### src/rtl/lgs_pkg.sv
package lgs_pkg;

    typedef enum logic [1:0] {
        LC_IDLE = 2'b00,
        LC_HOLD = 2'b01,
        LC_XMIT = 2'b10,
        LC_BAD  = 2'b11
    } lnk_code_e;

    typedef enum logic [1:0] {
        PC_IDLE  = 2'b00,
        PC_GRANT = 2'b11
    } phy_code_e;

    typedef enum logic [2:0] {
        ST_IDLE,
        ST_REQUESTED,
        ST_GRANT,
        ST_TURNAROUND,
        ST_LINK_OWNED,
        ST_REGRANT_WAIT,
        ST_END_IDLE
    } seq_state_e;

endpackage

### src/rtl/lgs_seq_fsm.sv
module lgs_seq_fsm
    import lgs_pkg::*;
#(
    parameter int GRANT_CYC = 1,
    parameter int WAIT_CYC  = 4
) (
    input  logic       clk,
    input  logic       rst_n,
    input  logic       req_i,
    input  logic       won_i,
    input  logic [1:0] lctl_i,
    output seq_state_e st_o,
    output logic       dataon_o
);
    localparam int CNT_MAX = (WAIT_CYC > GRANT_CYC) ? WAIT_CYC : GRANT_CYC;
    localparam int CNT_W   = $clog2(CNT_MAX + 1);
    localparam logic [CNT_W-1:0] GRANT_LAST = CNT_W'(GRANT_CYC - 1);
    localparam logic [CNT_W-1:0] WAIT_LAST  = CNT_W'(WAIT_CYC - 1);

    typedef struct packed {
        seq_state_e       st;
        logic [CNT_W-1:0] cnt;
        logic             active;
        logic             pkt;
        logic             regrant;
        logic             dataon;
    } seq_t;

    seq_t seq_d, seq_q;
    lnk_code_e code;

    always_comb begin
        code  = lnk_code_e'(lctl_i);
        seq_d = seq_q;
        unique case (seq_q.st)
            ST_IDLE: begin
                if (req_i) seq_d.st = ST_REQUESTED;
            end
            ST_REQUESTED: begin
                if (won_i) begin
                    seq_d.st      = ST_GRANT;
                    seq_d.cnt     = '0;
                    seq_d.regrant = 1'b0;
                end
            end
            ST_GRANT: begin
                if (seq_q.regrant || seq_q.cnt == GRANT_LAST) begin
                    seq_d.st  = ST_TURNAROUND;
                    seq_d.cnt = '0;
                end else begin
                    seq_d.cnt = seq_q.cnt + 1'b1;
                end
            end
            ST_TURNAROUND: begin
                seq_d.st     = ST_LINK_OWNED;
                seq_d.active = 1'b0;
                seq_d.pkt    = 1'b0;
            end
            ST_LINK_OWNED: begin
                unique case (code)
                    LC_HOLD: begin
                        if (seq_q.pkt) begin
                            seq_d.st  = ST_REGRANT_WAIT;
                            seq_d.cnt = '0;
                        end else begin
                            seq_d.active = 1'b1;
                        end
                    end
                    LC_XMIT: begin
                        seq_d.active = 1'b1;
                        seq_d.pkt    = 1'b1;
                    end
                    default: begin
                        if (seq_q.active) seq_d.st = ST_END_IDLE;
                    end
                endcase
            end
            ST_REGRANT_WAIT: begin
                if (seq_q.cnt == WAIT_LAST) begin
                    seq_d.st      = ST_GRANT;
                    seq_d.cnt     = '0;
                    seq_d.regrant = 1'b1;
                end else begin
                    seq_d.cnt = seq_q.cnt + 1'b1;
                end
            end
            ST_END_IDLE: begin
                seq_d.st = ST_IDLE;
            end
            default: begin
                seq_d.st = ST_IDLE;
            end
        endcase
        seq_d.dataon = (seq_d.st == ST_REGRANT_WAIT) ||
                       (seq_q.st == ST_LINK_OWNED && code == LC_HOLD);
    end

    always_ff @(posedge clk) begin
        if (!rst_n) begin
            seq_q <= '{st: ST_IDLE, cnt: '0, active: 1'b0, pkt: 1'b0,
                       regrant: 1'b0, dataon: 1'b0};
        end else begin
            seq_q <= seq_d;
        end
    end

    assign st_o     = seq_q.st;
    assign dataon_o = seq_q.dataon;

endmodule

### src/rtl/lgs_fwd.sv
module lgs_fwd
    import lgs_pkg::*;
#(
    parameter int NIB_W = 4,
    parameter int SPD_W = 2
) (
    input  logic             clk,
    input  logic             rst_n,
    input  logic             owned_i,
    input  logic             take_i,
    input  logic [1:0]       lctl_i,
    input  logic [NIB_W-1:0] ldat_i,
    input  logic [SPD_W-1:0] spd_i,
    output logic [NIB_W-1:0] nib_o,
    output logic             vld_o,
    output logic             err_o,
    output logic [SPD_W-1:0] spd_o
);
    typedef struct packed {
        logic [NIB_W-1:0] nib;
        logic             vld;
        logic             err;
        logic [SPD_W-1:0] spd;
    } fwd_t;

    fwd_t fwd_d, fwd_q;
    lnk_code_e code;

    always_comb begin
        code      = lnk_code_e'(lctl_i);
        fwd_d     = fwd_q;
        fwd_d.vld = owned_i && (code == LC_XMIT);
        fwd_d.nib = fwd_d.vld ? ldat_i : '0;
        fwd_d.err = owned_i && (code == LC_BAD);
        if (take_i) fwd_d.spd = spd_i;
    end

    always_ff @(posedge clk) begin
        if (!rst_n) begin
            fwd_q <= '0;
        end else begin
            fwd_q <= fwd_d;
        end
    end

    assign nib_o = fwd_q.nib;
    assign vld_o = fwd_q.vld;
    assign err_o = fwd_q.err;
    assign spd_o = fwd_q.spd;

endmodule

### src/rtl/lgs_busdrv.sv
module lgs_busdrv
    import lgs_pkg::*;
#(
    parameter int NIB_W = 4
) (
    input  seq_state_e       st_i,
    output logic [1:0]       ctl_o,
    output logic [NIB_W-1:0] dat_o,
    output logic             drive_o
);
    always_comb begin
        drive_o = !(st_i == ST_LINK_OWNED || st_i == ST_REGRANT_WAIT);
        ctl_o   = (st_i == ST_GRANT) ? PC_GRANT : PC_IDLE;
        dat_o   = '0;
    end

endmodule

### src/rtl/lgs_top.sv
module lgs_top
    import lgs_pkg::*;
#(
    parameter int NIB_W     = 4,
    parameter int SPD_W     = 2,
    parameter int GRANT_CYC = 1,
    parameter int WAIT_CYC  = 4
) (
    input  logic             clk,
    input  logic             rst_n,
    input  logic             link_req_i,
    input  logic             arb_won_i,
    input  logic [SPD_W-1:0] arb_speed_i,
    input  logic [1:0]       link_ctl_i,
    input  logic [NIB_W-1:0] link_dat_i,
    output logic [1:0]       phy_ctl_o,
    output logic [NIB_W-1:0] phy_dat_o,
    output logic             phy_drive_o,
    output logic [NIB_W-1:0] cable_nib_o,
    output logic             cable_nib_vld_o,
    output logic             cable_dataon_o,
    output logic [SPD_W-1:0] cable_speed_o,
    output logic             ctl_err_o
);
    seq_state_e seq_st;
    logic       owned;
    logic       take;

    lgs_seq_fsm #(.GRANT_CYC(GRANT_CYC), .WAIT_CYC(WAIT_CYC)) u_seq (
        .clk      (clk),
        .rst_n    (rst_n),
        .req_i    (link_req_i),
        .won_i    (arb_won_i),
        .lctl_i   (link_ctl_i),
        .st_o     (seq_st),
        .dataon_o (cable_dataon_o)
    );

    assign owned = (seq_st == ST_LINK_OWNED);
    assign take  = (seq_st == ST_REQUESTED) && arb_won_i;

    lgs_fwd #(.NIB_W(NIB_W), .SPD_W(SPD_W)) u_fwd (
        .clk     (clk),
        .rst_n   (rst_n),
        .owned_i (owned),
        .take_i  (take),
        .lctl_i  (link_ctl_i),
        .ldat_i  (link_dat_i),
        .spd_i   (arb_speed_i),
        .nib_o   (cable_nib_o),
        .vld_o   (cable_nib_vld_o),
        .err_o   (ctl_err_o),
        .spd_o   (cable_speed_o)
    );

    lgs_busdrv #(.NIB_W(NIB_W)) u_drv (
        .st_i    (seq_st),
        .ctl_o   (phy_ctl_o),
        .dat_o   (phy_dat_o),
        .drive_o (phy_drive_o)
    );

endmodule

### config.mk
export PLATFORM = sky130hd
export DESIGN_NAME = lgs_top
export DESIGN_NICKNAME = d
export VERILOG_FILES = /design/src/rtl/lgs_pkg.sv /design/src/rtl/lgs_seq_fsm.sv /design/src/rtl/lgs_fwd.sv /design/src/rtl/lgs_busdrv.sv /design/src/rtl/lgs_top.sv
export SDC_FILE = /design/constraint.sdc
export NUM_CORES = 1
export LEC_CHECK = 0
export BUFFER_PORTS_ARGS = -buffer_cell sky130_fd_sc_hd__buf_2
export CORE_ASPECT_RATIO = 0.75
export CORE_MARGIN = 5
export CORE_UTILIZATION = 54
export CTS_BUF_LIST = sky130_fd_sc_hd__clkbuf_16
export DETAILED_ROUTE_END_ITERATION = 10
export GPL_ROUTABILITY_DRIVEN = 0
export PLACE_DENSITY_LB_ADDON = 0.1
export RECOVER_POWER = 100
export SLEW_MARGIN = 25
export SYNTH_ARGS = -nofsm -noshare
export SYNTH_HDL_FRONTEND = slang
export SYNTH_SLANG_ARGS = --single-unit
### constraint.sdc
create_clock -name clk -period 2.87 [get_ports clk]
set_input_delay 0.4305 -clock clk [delete_from_list [all_inputs] [get_ports clk]]
set_output_delay 0.4305 -clock clk [all_outputs]
set_load 0.03 [all_outputs]
==> qor.yml <==
layout:
  antenna_cells: 0
  fillerInstances: 170
  layout_common_cells: "18 x dfxtp_1, 12 x clkbuf_1, 11 x buf_2"
  multi_input_area_um2: 519
  nets: 147
  drive_above_1_share_pct: 17.3
  regArea_um2: 360
  area_growth_pct: 12.7
  layout_commonest_cell: "dfxtp_1"
pwr:
  p_leak_nw: 0.474
  p_sw_uw: 139
  switching_share_pct: 22.9
  power_density_mw_per_mm2: 541
  p_seq_share_pct: 43.9
  ir_drop_mv: 0.390
  clockPowerShare_pct: 44.8
  p_comb_share_pct: 11.3
  finalPower_uw: 606
  power.internal_uw: 467
clocking:
  clk_pin_slew_worst_paths_ns: 0.05
  max-clock-path-buffers: 2
  cts.sinks: 18
  cts_buffers: 3
  clk_latency_ns: 0.24
  tritoncts: "built"
  post_cts_buffers: 0
  h-tree-depth: 1
  cts_hold_buf: 0
  cts_resized: 0
  root_buffer: "clkbuf_16"
timing:
  tns_ns: 0
  fin_crit_ns: 2.16
  hold_violations: 0
  fin_crit_sh_pct: 75.2
  fin_worst_skew_ns: 0.000947
  setup_viol: 0
  rsz0062_at_grt: "no"
  timing.fmax_mhz: 463
  maxSlewViolCount: 0
  holdWs_ns: 0.417
detailed_routing:
  vias_per_cell: 5.27
  drt_iter0_drc: 4
  first_pass_iters: 4
  routed_wl_um: 2150
  drtAntennaViolNets: 0
  vias: 785
  drc: 0
  wl_per_cell_um: 14.4
placement:
  port-buffer-count: 23
  hpwl_um: 1580
grt:
  overflow: 0
  track_usage_pct: 17.5
  grt_max_degree: 15
  antenna_found_initial: 0
  grt_pass1_wl_um: 3550
  grt_pass1_vias: 741
floorplanning:
  rows: 13
  ios: 28
  dieArea_mm2: 0.00281
  start_util_pct: 57.1
  die_w_um: 59.5
  core_area_mm2: 0.00174
  dieHeight_um: 47.1
critical_path:
  crit_arrival_ns: 1.73
  worstSetupStartpointType: "register"
  worstPathMaxFanout: 9
  worst_setup_path_end_kind: "output port"
  r2r-start: "u_seq.st_o[1]"
  critPathRequiredTime_ns: 2.44
  crit_type: "register to output port"
  startpoint: "u_seq.st_o[1]"
outcome:
  outcome: "complete, no violations"
yosys:
  synthesis.area_um2: 993
  ys_seq_area_share_pct: 36.3
  synth.avg_cell_area_um2: 9.46
  synth_cell_types: 37
  syn_inst: 105
  ys_seq_elements: 18
  yosysWarnings: 0
hold_path:
  hp-start: "link_dat_i[2]"
  hold_path.class: "input pin to register"
job:
  drv_cap: 0
==> critical path: stages (launching register included) <==
cell,delay [ns]
dfxtp_1,0.48
inv_2,0.08
or3_1,0.47
inv_2,0.13
clkbuf_1,0.32
==> cell usage after synthesis (all sizes together) <==
library cell  instances  area (µm²)
a211oi                1        7.51
a21boi                4        30.0
a21o                  1        7.51
a21oi                 2        10.0
a22o                  2        17.5
a22oi                 1        7.51
a32o                  1        10.0
a32oi                 1        8.76
and2                  4        25.0
and2b                 2        17.5
and3                  6        38.8
buf                   7        50.0
conb                  1        3.75
dfxtp                18         360
dlygate4sd1           1        8.76
ha                    7        87.6
inv                   9        33.8
mux2                  1        11.3
mux4                  1        22.5
nand2                 5        18.8
nand2b                3        18.8
nand3                 2        10.0
nand3b                2        15.0
nor2                  2        7.51
nor2b                 3        18.8
nor3                  1        5.00
nor3b                 1        7.51
nor4                  1        6.26
o21a                  2        15.0
o21ai                 8        40.0
o32ai                 1        27.5
o41ai                 1        16.3
or2b                  2        17.5
or3                   1        11.3
==> final cells by class <==
cell class / instances / area share, %
Multi-Input combinational cell: 73 / 46.4
Inverter: 9 / 3.02
Sequential cell: 18 / 32.2
Timing Repair Buffer: 23 / 8.94
Tap cell: 22 / 2.46
Clock inverter: 1 / 0.335
Clock buffer: 3 / 6.70
==> metrics by stage <==
step / area, µm² / setup slack [ns] / instances / util (%)
detailed placement: 1090 / 0.906 / 145 / 62.5
finish: 1120 / 0.710 / 149 / 64.3
global route: 1120 / 0.608 / 149 / 64.3
global placement: 1090 / 0.995 / 145 / 62.5
floorplan: 1000 / 1.15 / 108 / -
CTS: 1170 / 0.884 / 149 / 67.1
==> power by group through the flow <==
stage	Sequential [mW]	Combinational [mW]	Clock [mW]
after global placement	0.270	0.0697	0
after CTS	0.265	0.0724	0.281
after floorplan	0.268	0.0597	0
after detailed placement	0.270	0.0717	0
after global routing	0.267	0.0756	0.295
final	0.266	0.0685	0.271
==> path summary, 6_finish.rpt <==
| check | to | depth (start not counted) | slack, ns |
|---|---|---|---|
| setup / recovery | phy_ctl_o[0] | 4 | 0.71 |
| hold reg to reg | u_seq.seq_q[3] | 2 | 0.49 |
| hold / removal | u_fwd.nib_o[2] | 2 | 0.42 |
| setup reg to reg | u_seq.seq_q[5] | 4 | 1.05 |
==> sequential cells by signal, summed over array words and instances (netlist names) <==
signal / flops
u_seq.seq_q: 6
u_fwd.nib_o: 4
u_seq.st_o: 3
u_fwd.spd_o: 2
u_fwd.err_o: 1
u_fwd.vld_o: 1
u_seq.dataon_o: 1
==> logic make-up after synthesis <==
| logic type | Yosys count | synth area share, % |
|---|---|---|
| simple gates | 35 | 21.9 |
| compound gates | 25 | 19.9 |
| flops | 18 | 36.3 |
| buf+inv | 17 | 9.32 |
| fa+ha+maj | 7 | 8.82 |
| mux | 2 | 3.40 |
| other cells | 1 | 0.377 |
==> layer usage <==
layer	GRT usage (%)	wire, µm
met1	22.1	945
met2	29.0	934
met3	5.49	222
met4	5.31	42
met5	0	0
Note: power is estimated with default switching activity, not from simulation.
